[config.mk]
export PLATFORM = sky130hd
export DESIGN_NAME = flash_cmd_ctrl
export DESIGN_NICKNAME = d
export VERILOG_FILES = /design/src/rtl/flash_cmd_pkg.sv /design/src/rtl/fcc_protect.sv /design/src/rtl/fcc_wsm.sv /design/src/rtl/fcc_array.sv /design/src/rtl/flash_cmd_ctrl.sv
export SDC_FILE = /design/constraint.sdc
export NUM_CORES = 1
export LEC_CHECK = 0
export ABC_AREA = 1
export BUFFER_PORTS_ARGS = -buffer_cell sky130_fd_sc_hd__buf_2
export CORE_AREA = 4 4 354 252
export CTS_BUF_LIST = sky130_fd_sc_hd__clkbuf_4 sky130_fd_sc_hd__clkbuf_8 sky130_fd_sc_hd__clkbuf_16
export DETAILED_ROUTE_END_ITERATION = 8
export DIE_AREA = 0 0 358 256
export GPL_TIMING_DRIVEN = 0
export PLACE_DENSITY = 0.43
export SLEW_MARGIN = 40
export SYNTH_ARGS = -nofsm -noshare
export SYNTH_HDL_FRONTEND = slang
export SYNTH_SLANG_ARGS = --single-unit
[constraint.sdc]
create_clock -name clk -period 16.6 [get_ports clk]
set_clock_uncertainty 0.2 [all_clocks]
set_input_delay 0.83 -clock clk [delete_from_list [all_inputs] [get_ports clk]]
set_output_delay 0.83 -clock clk [all_outputs]
set_load 0.1 [all_outputs]
[src/rtl/flash_cmd_pkg.sv]
package flash_cmd_pkg;

  localparam logic [7:0] CMD_PROG       = 8'h40;
  localparam logic [7:0] CMD_SUSPEND    = 8'hB0;
  localparam logic [7:0] CMD_RESUME     = 8'hD0;
  localparam logic [7:0] CMD_RD_ARRAY   = 8'hFF;
  localparam logic [7:0] CMD_RD_STATUS  = 8'h70;
  localparam logic [7:0] CMD_CLR_STATUS = 8'h50;

  typedef enum logic [1:0] {
    WSM_IDLE = 2'd0,
    WSM_RUN  = 2'd1,
    WSM_SUSP = 2'd2
  } wsm_state_e;

endpackage

[src/rtl/fcc_protect.sv]
module fcc_protect #(
  parameter int NUM_BLK  = 8,
  parameter int BOOT_TOP = 0,
  localparam int BLK_W   = $clog2(NUM_BLK)
) (
  input  logic [BLK_W-1:0] blk_idx,
  input  logic             wp_n,
  input  logic             vpp_ok,
  output logic             lock_hit,
  output logic             vpp_low
);

  logic [NUM_BLK-1:0] boot_mask;

  for (genvar b = 0; b < NUM_BLK; b++) begin : g_blk
    if (BOOT_TOP != 0) begin : g_top
      assign boot_mask[b] = (b >= NUM_BLK - 2);
    end else begin : g_bot
      assign boot_mask[b] = (b < 2);
    end
  end

  assign lock_hit = boot_mask[blk_idx] & ~wp_n;
  assign vpp_low  = ~vpp_ok;

endmodule

[src/rtl/fcc_wsm.sv]
module fcc_wsm
  import flash_cmd_pkg::*;
#(
  parameter int PROG_CYCLES = 20,
  parameter int SUSP_LAT    = 4,
  localparam int CNT_W      = $clog2(PROG_CYCLES + 1),
  localparam int LAT_W      = $clog2(SUSP_LAT + 1)
) (
  input  logic clk,
  input  logic rst_n,
  input  logic start_i,
  input  logic susp_req_i,
  input  logic resume_i,
  output logic run_o,
  output logic susp_o,
  output logic done_o
);

  localparam logic [CNT_W-1:0] CNT_LOAD = CNT_W'(PROG_CYCLES);
  localparam logic [CNT_W-1:0] CNT_ONE  = CNT_W'(1);
  localparam logic [LAT_W-1:0] LAT_LOAD = LAT_W'(SUSP_LAT);
  localparam logic [LAT_W-1:0] LAT_ONE  = LAT_W'(1);

  wsm_state_e       st_q, st_d;
  logic [CNT_W-1:0] cnt_q, cnt_d;
  logic [LAT_W-1:0] lat_q, lat_d;
  logic             pend_q, pend_d;

  always_comb begin
    st_d   = st_q;
    cnt_d  = cnt_q;
    lat_d  = lat_q;
    pend_d = pend_q;
    done_o = 1'b0;
    case (st_q)
      WSM_IDLE: begin
        if (start_i) begin
          st_d   = WSM_RUN;
          cnt_d  = CNT_LOAD;
          pend_d = 1'b0;
        end
      end
      WSM_RUN: begin
        cnt_d = cnt_q - 1'b1;
        if (pend_q) begin
          lat_d = lat_q - 1'b1;
        end else if (susp_req_i) begin
          pend_d = 1'b1;
          lat_d  = LAT_LOAD;
        end
        if (cnt_q == CNT_ONE) begin
          done_o = 1'b1;
          st_d   = WSM_IDLE;
          pend_d = 1'b0;
        end else if (pend_q && lat_q == LAT_ONE) begin
          st_d   = WSM_SUSP;
          pend_d = 1'b0;
        end
      end
      WSM_SUSP: begin
        if (resume_i) begin
          st_d = WSM_RUN;
        end
      end
      default: st_d = WSM_IDLE;
    endcase
  end

  always_ff @(posedge clk or negedge rst_n) begin
    if (!rst_n) begin
      st_q   <= WSM_IDLE;
      cnt_q  <= '0;
      lat_q  <= '0;
      pend_q <= 1'b0;
    end else begin
      st_q   <= st_d;
      cnt_q  <= cnt_d;
      lat_q  <= lat_d;
      pend_q <= pend_d;
    end
  end

  assign run_o  = (st_q == WSM_RUN);
  assign susp_o = (st_q == WSM_SUSP);

  AST_SUSP_AFTER_REQ: assert property (@(posedge clk) disable iff (!rst_n)
    $rose(susp_o) |-> $past(pend_q));

endmodule

[src/rtl/fcc_array.sv]
module fcc_array #(
  parameter int ADDR_W = 6,
  parameter int DATA_W = 8,
  localparam int DEPTH = 1 << ADDR_W
) (
  input  logic              clk,
  input  logic              rst_n,
  input  logic              we,
  input  logic [ADDR_W-1:0] waddr,
  input  logic [DATA_W-1:0] wdata,
  input  logic [ADDR_W-1:0] raddr,
  output logic [DATA_W-1:0] rdata
);

  logic [DATA_W-1:0] cell_q [DEPTH];

  always_ff @(posedge clk or negedge rst_n) begin
    if (!rst_n) begin
      for (int i = 0; i < DEPTH; i++) begin
        cell_q[i] <= '1;
      end
    end else if (we) begin
      cell_q[waddr] <= wdata;
    end
  end

  assign rdata = cell_q[raddr];

endmodule

[src/rtl/flash_cmd_ctrl.sv]
module flash_cmd_ctrl
  import flash_cmd_pkg::*;
#(
  parameter int ADDR_W      = 6,
  parameter int DATA_W      = 8,
  parameter int NUM_BLK     = 8,
  parameter int BOOT_TOP    = 0,
  parameter int PROG_CYCLES = 20,
  parameter int SUSP_LAT    = 4
) (
  input  logic              clk,
  input  logic              rst_n,
  input  logic              wr_en,
  input  logic [ADDR_W-1:0] wr_addr,
  input  logic [DATA_W-1:0] wr_data,
  input  logic [ADDR_W-1:0] rd_addr,
  output logic [DATA_W-1:0] rd_data,
  output logic [7:0]        sr_o,
  output logic              busy_o,
  input  logic              wp_n,
  input  logic              vpp_ok
);

  localparam int BLK_W = $clog2(NUM_BLK);

  logic [1:0] rst_sync_q;
  logic       rst_s_n;

  always_ff @(posedge clk or negedge rst_n) begin
    if (!rst_n) rst_sync_q <= 2'b00;
    else        rst_sync_q <= {rst_sync_q[0], 1'b1};
  end
  assign rst_s_n = rst_sync_q[1];

  logic              run, susp, done;
  logic              lock_hit, vpp_low;
  logic [DATA_W-1:0] arr_rdata;
  logic [7:0]        cmd;

  logic              setup_q, setup_d;
  logic              stat_mode_q, stat_mode_d;
  logic              err_prog_q, err_prog_d;
  logic              err_vpp_q, err_vpp_d;
  logic              err_lock_q, err_lock_d;
  logic [ADDR_W-1:0] tgt_addr_q;
  logic [DATA_W-1:0] tgt_data_q;

  logic idle, cmd_wr, prog_wr, deny, start, fail;
  logic acc_arr, acc_stat, acc_clr, acc_setup, susp_req, resume_req;

  assign cmd = wr_data[7:0];

  fcc_protect #(.NUM_BLK(NUM_BLK), .BOOT_TOP(BOOT_TOP)) u_protect (
    .blk_idx  (wr_addr[ADDR_W-1 -: BLK_W]),
    .wp_n     (wp_n),
    .vpp_ok   (vpp_ok),
    .lock_hit (lock_hit),
    .vpp_low  (vpp_low)
  );

  fcc_wsm #(.PROG_CYCLES(PROG_CYCLES), .SUSP_LAT(SUSP_LAT)) u_wsm (
    .clk        (clk),
    .rst_n      (rst_s_n),
    .start_i    (start),
    .susp_req_i (susp_req),
    .resume_i   (resume_req),
    .run_o      (run),
    .susp_o     (susp),
    .done_o     (done)
  );

  fcc_array #(.ADDR_W(ADDR_W), .DATA_W(DATA_W)) u_array (
    .clk   (clk),
    .rst_n (rst_s_n),
    .we    (done),
    .waddr (tgt_addr_q),
    .wdata (tgt_data_q),
    .raddr (rd_addr),
    .rdata (arr_rdata)
  );

  // Command decode and next state
  always_comb begin
    idle       = !run && !susp;
    cmd_wr     = wr_en && !setup_q;
    prog_wr    = wr_en && setup_q;
    deny       = lock_hit || vpp_low;
    start      = prog_wr && !deny;
    fail       = prog_wr && deny;
    acc_arr    = cmd_wr && (cmd == CMD_RD_ARRAY) && !run;
    acc_stat   = cmd_wr && (cmd == CMD_RD_STATUS);
    acc_clr    = cmd_wr && (cmd == CMD_CLR_STATUS) && idle;
    acc_setup  = cmd_wr && (cmd == CMD_PROG) && idle;
    susp_req   = cmd_wr && (cmd == CMD_SUSPEND) && run;
    resume_req = cmd_wr && (cmd == CMD_RESUME) && susp;

    setup_d = setup_q;
    if (acc_setup)    setup_d = 1'b1;
    else if (prog_wr) setup_d = 1'b0;

    stat_mode_d = stat_mode_q;
    if (acc_stat || acc_setup || susp_req || resume_req) stat_mode_d = 1'b1;
    else if (acc_arr)                                     stat_mode_d = 1'b0;

    err_prog_d = err_prog_q;
    err_vpp_d  = err_vpp_q;
    err_lock_d = err_lock_q;
    if (acc_clr) begin
      err_prog_d = 1'b0;
      err_vpp_d  = 1'b0;
      err_lock_d = 1'b0;
    end else if (fail) begin
      err_prog_d = 1'b1;
      err_vpp_d  = err_vpp_q | vpp_low;
      err_lock_d = err_lock_q | lock_hit;
    end
  end

  always_ff @(posedge clk or negedge rst_s_n) begin
    if (!rst_s_n) begin
      setup_q     <= 1'b0;
      stat_mode_q <= 1'b0;
      err_prog_q  <= 1'b0;
      err_vpp_q   <= 1'b0;
      err_lock_q  <= 1'b0;
    end else begin
      setup_q     <= setup_d;
      stat_mode_q <= stat_mode_d;
      err_prog_q  <= err_prog_d;
      err_vpp_q   <= err_vpp_d;
      err_lock_q  <= err_lock_d;
    end
  end

  always_ff @(posedge clk or negedge rst_s_n) begin
    if (!rst_s_n) begin
      tgt_addr_q <= '0;
      tgt_data_q <= '0;
    end else if (start) begin
      tgt_addr_q <= wr_addr;
      tgt_data_q <= wr_data;
    end
  end

  assign sr_o    = {!run, 2'b00, err_prog_q, err_vpp_q, susp, err_lock_q, 1'b0};
  assign busy_o  = run;
  assign rd_data = stat_mode_q ? DATA_W'(sr_o) : arr_rdata;

  AST_SUSP_FLAGS: assert property (@(posedge clk) disable iff (!rst_s_n)
    sr_o[2] |-> (sr_o[7] && !busy_o));
  AST_RESUME_BUSY: assert property (@(posedge clk) disable iff (!rst_s_n)
    resume_req |=> (busy_o && !sr_o[2] && !sr_o[7]));
  AST_DENY_NO_RUN: assert property (@(posedge clk) disable iff (!rst_s_n)
    fail |=> (sr_o[4] && !busy_o));
  AST_ERR_STICKY: assert property (@(posedge clk) disable iff (!rst_s_n)
    (sr_o[4] && !acc_clr) |=> sr_o[4]);
  AST_PROT_STABLE: assert property (@(posedge clk) disable iff (!rst_s_n)
    sr_o[2] |-> ($stable(wp_n) && $stable(vpp_ok)));

endmodule

* Word level (Yosys, flattened, before mapping)
Memory sizes are Yosys's and may differ from the RTL's.
Cells that the tools add are included.
W data, S select, Z words.
** Operators by class
- Add/subtract/negate cells :: 2
- Magnitude comparators :: 4
- Equality and inequality tests :: 13
- Muxes and demuxes :: 35
- Bitwise gates (word level) :: 7
- Reduce and logical (&&, ||, !) cells :: 35
** Operators by type and width (number)
- $bwmux W512 :: 1
- $bmux W8 S6 :: 1
- $demux W8 S6 :: 1
- $mux W8 :: 4
- $eq A8 B7 Y1 const B :: 3
- $eq A8 B8 Y1 const B :: 3
- $logic_and A1 B1 Y1 :: 18
- $mux W1 :: 18
- $ge A7 B7 Y1 const B :: 2
- $not A6 Y7 :: 2
- $pmux W5 S2 :: 1
- $reduce_bool A2 Y1 :: 5
- $mux W2 :: 4
- $lt A7 B1 Y1 const B :: 1
- $mux W3 :: 2
- $pmux W2 S3 :: 1
- $eq A5 B1 Y1 const B :: 1
- $mux W5 :: 1
- $sub A5 B1 Y5 const B :: 1
- $logic_not A1 Y1 :: 4
- $logic_or A1 B1 Y1 :: 4
- $lt A3 B4 Y1 const B :: 1
- $reduce_and A2 Y1 :: 2
- $eq A3 B1 Y1 const B :: 1
- 12 further kinds :: 14
** Word-level totals
- Register bits :: 544
- ROM bits :: 8
- Input bits :: 25
- Output and inout bits :: 17
- Logic and storage cells :: 173
- Memories :: 1
** Memory list
- (no name shown) :: depth 8, bits a word 1, read ports 1, clocked after Yosys merged registers in 0, wr ports 0, line fcc_protect.sv:23 : assign lock_hit = boot_mask[blk_idx] & ~wp_n;

* Depth between registers and ports, before layout
- Depth after elaboration :: 9
- Depth in mapped cells :: 14
- Mapped depth without buffers :: 11

* Hierarchy
From an unflattened synthesis, not the netlist that was laid out.
** Unflattened totals
- Cells, all modules :: 3189
- Area total of the unflattened synthesis :: 25834.8 um^2
** By module, submodules not included
- fcc_array :: times used 1, cells each 2954, area an instance 24054.3 um^2, sequential area each 13452.9 um^2
- flash_cmd_ctrl :: times used 1, cells each 147, area an instance 1132.3 um^2, sequential area each 525.5 um^2
- fcc_wsm :: times used 1, cells each 83, area an instance 626.9 um^2, sequential area each 275.3 um^2
- fcc_protect :: times used 1, cells each 5, area an instance 21.3 um^2, sequential area each 0.0 um^2

* Least setup slack after synthesis
OpenSTA, ideal clock, no wires.
- Kind :: input-to-output
- Start point :: in rd_addr[0]
- End point :: out rd_data[0]
- Arrival time :: 3.539 ns
- Required time :: 15.570 ns
- Slack :: 12.031 ns
- Cell stages on the path :: 12
- Path buffers :: 3
- Path through :: clkbuf_1 > inv_1 > clkbuf_1 > clkbuf_1 > nand2_1 > nand3_1 > nand3_1 > nand2_1 > nand2_1 > nand3_1 > nand3_1 > a21oi_1
** Between the ends
- Longest elaborated chain between the ends :: 5
** Ends and longest elaborated chain
- start: declaration :: line flash_cmd_ctrl.sv:16 : input logic [ADDR_W-1:0] rd_addr,
- $not A6 Y7 (implied by the code) :: line fcc_array.sv:27 : assign rdata = cell_q[raddr];
- $bmux W8 S6 :: line fcc_array.sv:27
- $mux W8 (implied by the code) (2 in series) :: line fcc_array.sv:27
- $mux W8 :: line flash_cmd_ctrl.sv:147 : assign rd_data = stat_mode_q ? DATA_W'(sr_o) : arr_rdata;
- end: declaration :: line flash_cmd_ctrl.sv:17 : output logic [DATA_W-1:0] rd_data,
Every way passes these cells. The select of a mux whose other input is x is not followed.

* Worst setup path in the final report
- Start point :: in rd_addr[0]
- End point :: out rd_data[5]
Same word-level chain as after synthesis.

==> reports/qor.log <==
[floorplan] die width 358 µm
[synth] count of state elements after synthesis 544
[global_route] maximum number of pins on one net before global-route repair 45
[clocking] # hold bufs at CTS 1
[floorplan] standard cell core area 0.0856 mm²
[routing] number of vias in the routed layout 24.5k
[synth] predominant post-synthesis flop cell dfstp_2
[critical_path] kind of start point of the critical path primary input
[floorplan] number of placement rows 90
[place] Post-Place Worst Slack 11.12 ns
[power_and_ir_drop] cell internal pwr 0.00229 W
[synth] number of flops mapped to enable cells by yosys 0
[clocking] count of buffers added by post-CTS timing repair for setup 0
[layout] commonest cells after routing, fill and taps aside nand2_1 (1206), o21ai_0 (529), dfstp_2 (512), nand3_1 (479), clkbuf_1 (137)
[floorplan] DIE HEIGHT 256 µm
[clocking] Worst-Skew Late Latency 0.65 ns
[critical_path] peak fanout along the critical path 10
[sta] count of final max-slew check failures 0
[power_and_ir_drop] share of power burned in combinational logic 13.8%
[sta] relative slew slack 36.4%
[layout] final instance count without filler cells 4490
[sta] number of hold violations in the final report 0
[layout] Final #Nets 3320
[sta] highest clock rate 180 MHz
[sta] min Tclk post-route 5.56 ns
[critical_path] worst path arrival time 4.53 ns
[synth] synth warn 0
[place] dpl hpwl 96800 µm
[place] GPL Wtd Cong 1.01
[global_route] vias in the first global route 22.9k
[critical_path] sort of element at the end of the critical path output port
[routing] wirelength, routed 132000 µm
[critical_path] kind of critical path in -> out
[global_route] antenna violations before repair 7
[floorplan] area of the die 0.0916 mm²
[power_and_ir_drop] worst vdd rail ir drop 0.0809 mV
[sta] setup slack of the critical path after layout 11.04 ns
[clocking] clock slew at the register clock pins of the worst setup and hold paths 0.06 ns
[synth] top-area cell type share of the netlist area 52.7%
[global_route] Total Routing Usage GR 28.2%
[global_route] total grt overflow 0
[place] port buffer count 34
[routing] number of DRC violations after detailed routing 0
[sta] Worst Max-Slew Pin Slew 0.954 ns
[sta] unrepaired setup endpoints after global routing no
[sta] Final Hold Slack 0.154 ns
[synth] ys async rst share 100%
[clocking] deepest level of the CTS H-tree 2
[power_and_ir_drop] switching part of the total power 29.8%
[global_route] first-pass GRT wire length 183000 µm
[clocking] maximum count of clock buffers along a single path 3
[power_and_ir_drop] Sequential Power Share 41.6%
[synth] area of the mapped netlist 0.0255 mm²
[critical_path] required time worst endpoint 15.57 ns
[routing] Antenna Violating Nets Remaining 0
[place] number of cells after detailed placement 4375
[clocking] CTS Sinks 544
[sta] setup_tns 0 ns
[layout] share of layout cells above drive strength 1 24.2%
[routing] post-DR vias/cell 5.46
[min_path] class of the tightest hold or removal check reg -> reg
[floorplan] initial standard-cell utilization of the core 29.8%
[sta] final worst path period share 33.5%
[sta] setup violators final 0
[synth] share of the yosys chip area belonging to registers 55.8%
[clocking] quantity of gates resized following cts 0
[routing] First-pass DRT Iterations 9
[power_and_ir_drop] Power per Cell Area 109 mW/mm²
[power_and_ir_drop] part of the total power dissipated in the clock network 44.6%
[synth] number of distinct library cell variants in the gate-level netlist after synthesis 28
[run] number of maximum-capacitance violations 0
[layout] synthesis-to-finish area growth 17.6%
[layout] most common cell after layout, fill and taps aside nand2_1
[power_and_ir_drop] net switching component of the power 0.000971 W
[clocking] CTS tree done
[routing] iteration-0 DRC count of the detailed router 3140
[power_and_ir_drop] LEAKAGE 11.0 nW
[routing] routed length per instance 29.3 µm
[synth] leading area contributor after synthesis dfstp_2
[clocking] root buffer cell clkbuf_16
[status] run status complete, no violations
[synth] mean post-synth cell area 8.09 µm²
[synth] Mapped Cells 3154
[floorplan] I/O Pins 42
[synth] dominant cells by area after synthesis dfstp_2 (53%), nand2_1 (18%), o21ai_0 (10%)
[clocking] number of buffers inserted during clock tree synthesis 59
==> flip-flops by register name, summed over array words and instances, names as in the netlist <==
register        count
u_wsm.cnt_q         5
setup_q             1
u_wsm.pend_q        1
tgt_addr_q          6
err_vpp_q           1
stat_mode_q         1
rst_sync_q          2
err_lock_q          1
u_array.cell_q    512
u_wsm.st_q          2
err_prog_q          1
tgt_data_q          8
u_wsm.lat_q         3
==> final timing paths <==
kind	start	depth (start not counted)	endpoint	slack, ns
max	rd_addr[0]	13	rd_data[5]	11.04
min	rst_sync_q[0]$_DFF_PN0_	0	rst_sync_q[1]$_DFF_PN0_	0.15
min reg2reg	rst_sync_q[0]$_DFF_PN0_	0	rst_sync_q[1]$_DFF_PN0_	0.15
min in group asynchronous	rst_n	2	rst_sync_q[1]$_DFF_PN0_	0.30
max reg2reg	u_wsm.st_q[1]$_DFFE_PN0P_	10	u_array.cell_q[40]$_DFFE_PN1P_	12.75
max in group asynchronous	rst_sync_q[1]$_DFF_PN0_	4	u_array.cell_q[333]$_DFFE_PN1P_	14.51
==> kinds of logic after synthesis <==
family / after synthesis / synth area share, %
other cells: 2 / 0.0294
xor+xnor: 1 / 0.0343
flops: 544 / 55.8
buf+inv: 298 / 4.50
compound gates: 547 / 10.8
fa+ha+maj: 8 / 0.392
simple gates: 1754 / 28.4
==> power groups by stage <==
stage | logic (W) | registers, W | clock network, W
after floorplan | 0.000217 | 0.00139 | 0
after global placement | 0.000392 | 0.00140 | 0
after detailed placement | 0.000439 | 0.00138 | 0
after CTS | 0.000440 | 0.00136 | 0.00147
after global routing | 0.000466 | 0.00136 | 0.00153
final | 0.000450 | 0.00136 | 0.00145
==> cell usage after synthesis, types with 7 or more instances <==
master	number
a21oi_1	13
buf_1	17
buf_4	7
clkbuf_1	211
clkinv_1	8
dfrtp_1	32
dfstp_2	512
ha_1	8
inv_1	50
nand2_1	1206
nand3_1	479
nand4_1	12
nor2_1	38
nor3_1	13
o21ai_0	529
==> cell type report <==
type                       instances  area, µm²
fill                            8886      55600
sequential                       544      14300
multi-input combinational       2314      10200
clock buffer                      87       1820
tap                             1150       1440
buffer                           239       1040
timing repair buffer              70        749
clock inverter                    20        284
inverter                          59        225
antenna                            7       17.5
==> critical path, cell delays in order <==
cell and delay (ns):
clkbuf_1 0.17, inv_1 0.14, clkbuf_1 0.64, clkbuf_2 0.60, nand2_1 0.09, nand3_1 0.09
nand3_1 0.10, nand2_1 0.29, nand2_1 0.11, nand3_1 0.11, nand3_1 0.12, a21oi_1 0.64
buf_2 0.55
==> routing by layer <==
| layer | track usage, % | wire (µm) |
|---|---|---|
| met1 | 42.6 | 60700 |
| met2 | 36.6 | 50600 |
| met3 | 9.48 | 15000 |
| met4 | 10.4 | 5360 |
| met5 | 0 | 34 |
==> stage by stage <==
stage	utilization (%)	area, µm²	power [W]
after floorplan	-	25500	0.00160
after global placement	31.7	27100	0.00179
after detailed placement	32.6	27900	0.00182
after CTS	35.1	30000	0.00327
after global routing	35.1	30000	0.00336
final	35.1	30000	0.00326
No activity file was read; power rests on OpenSTA's default activity.
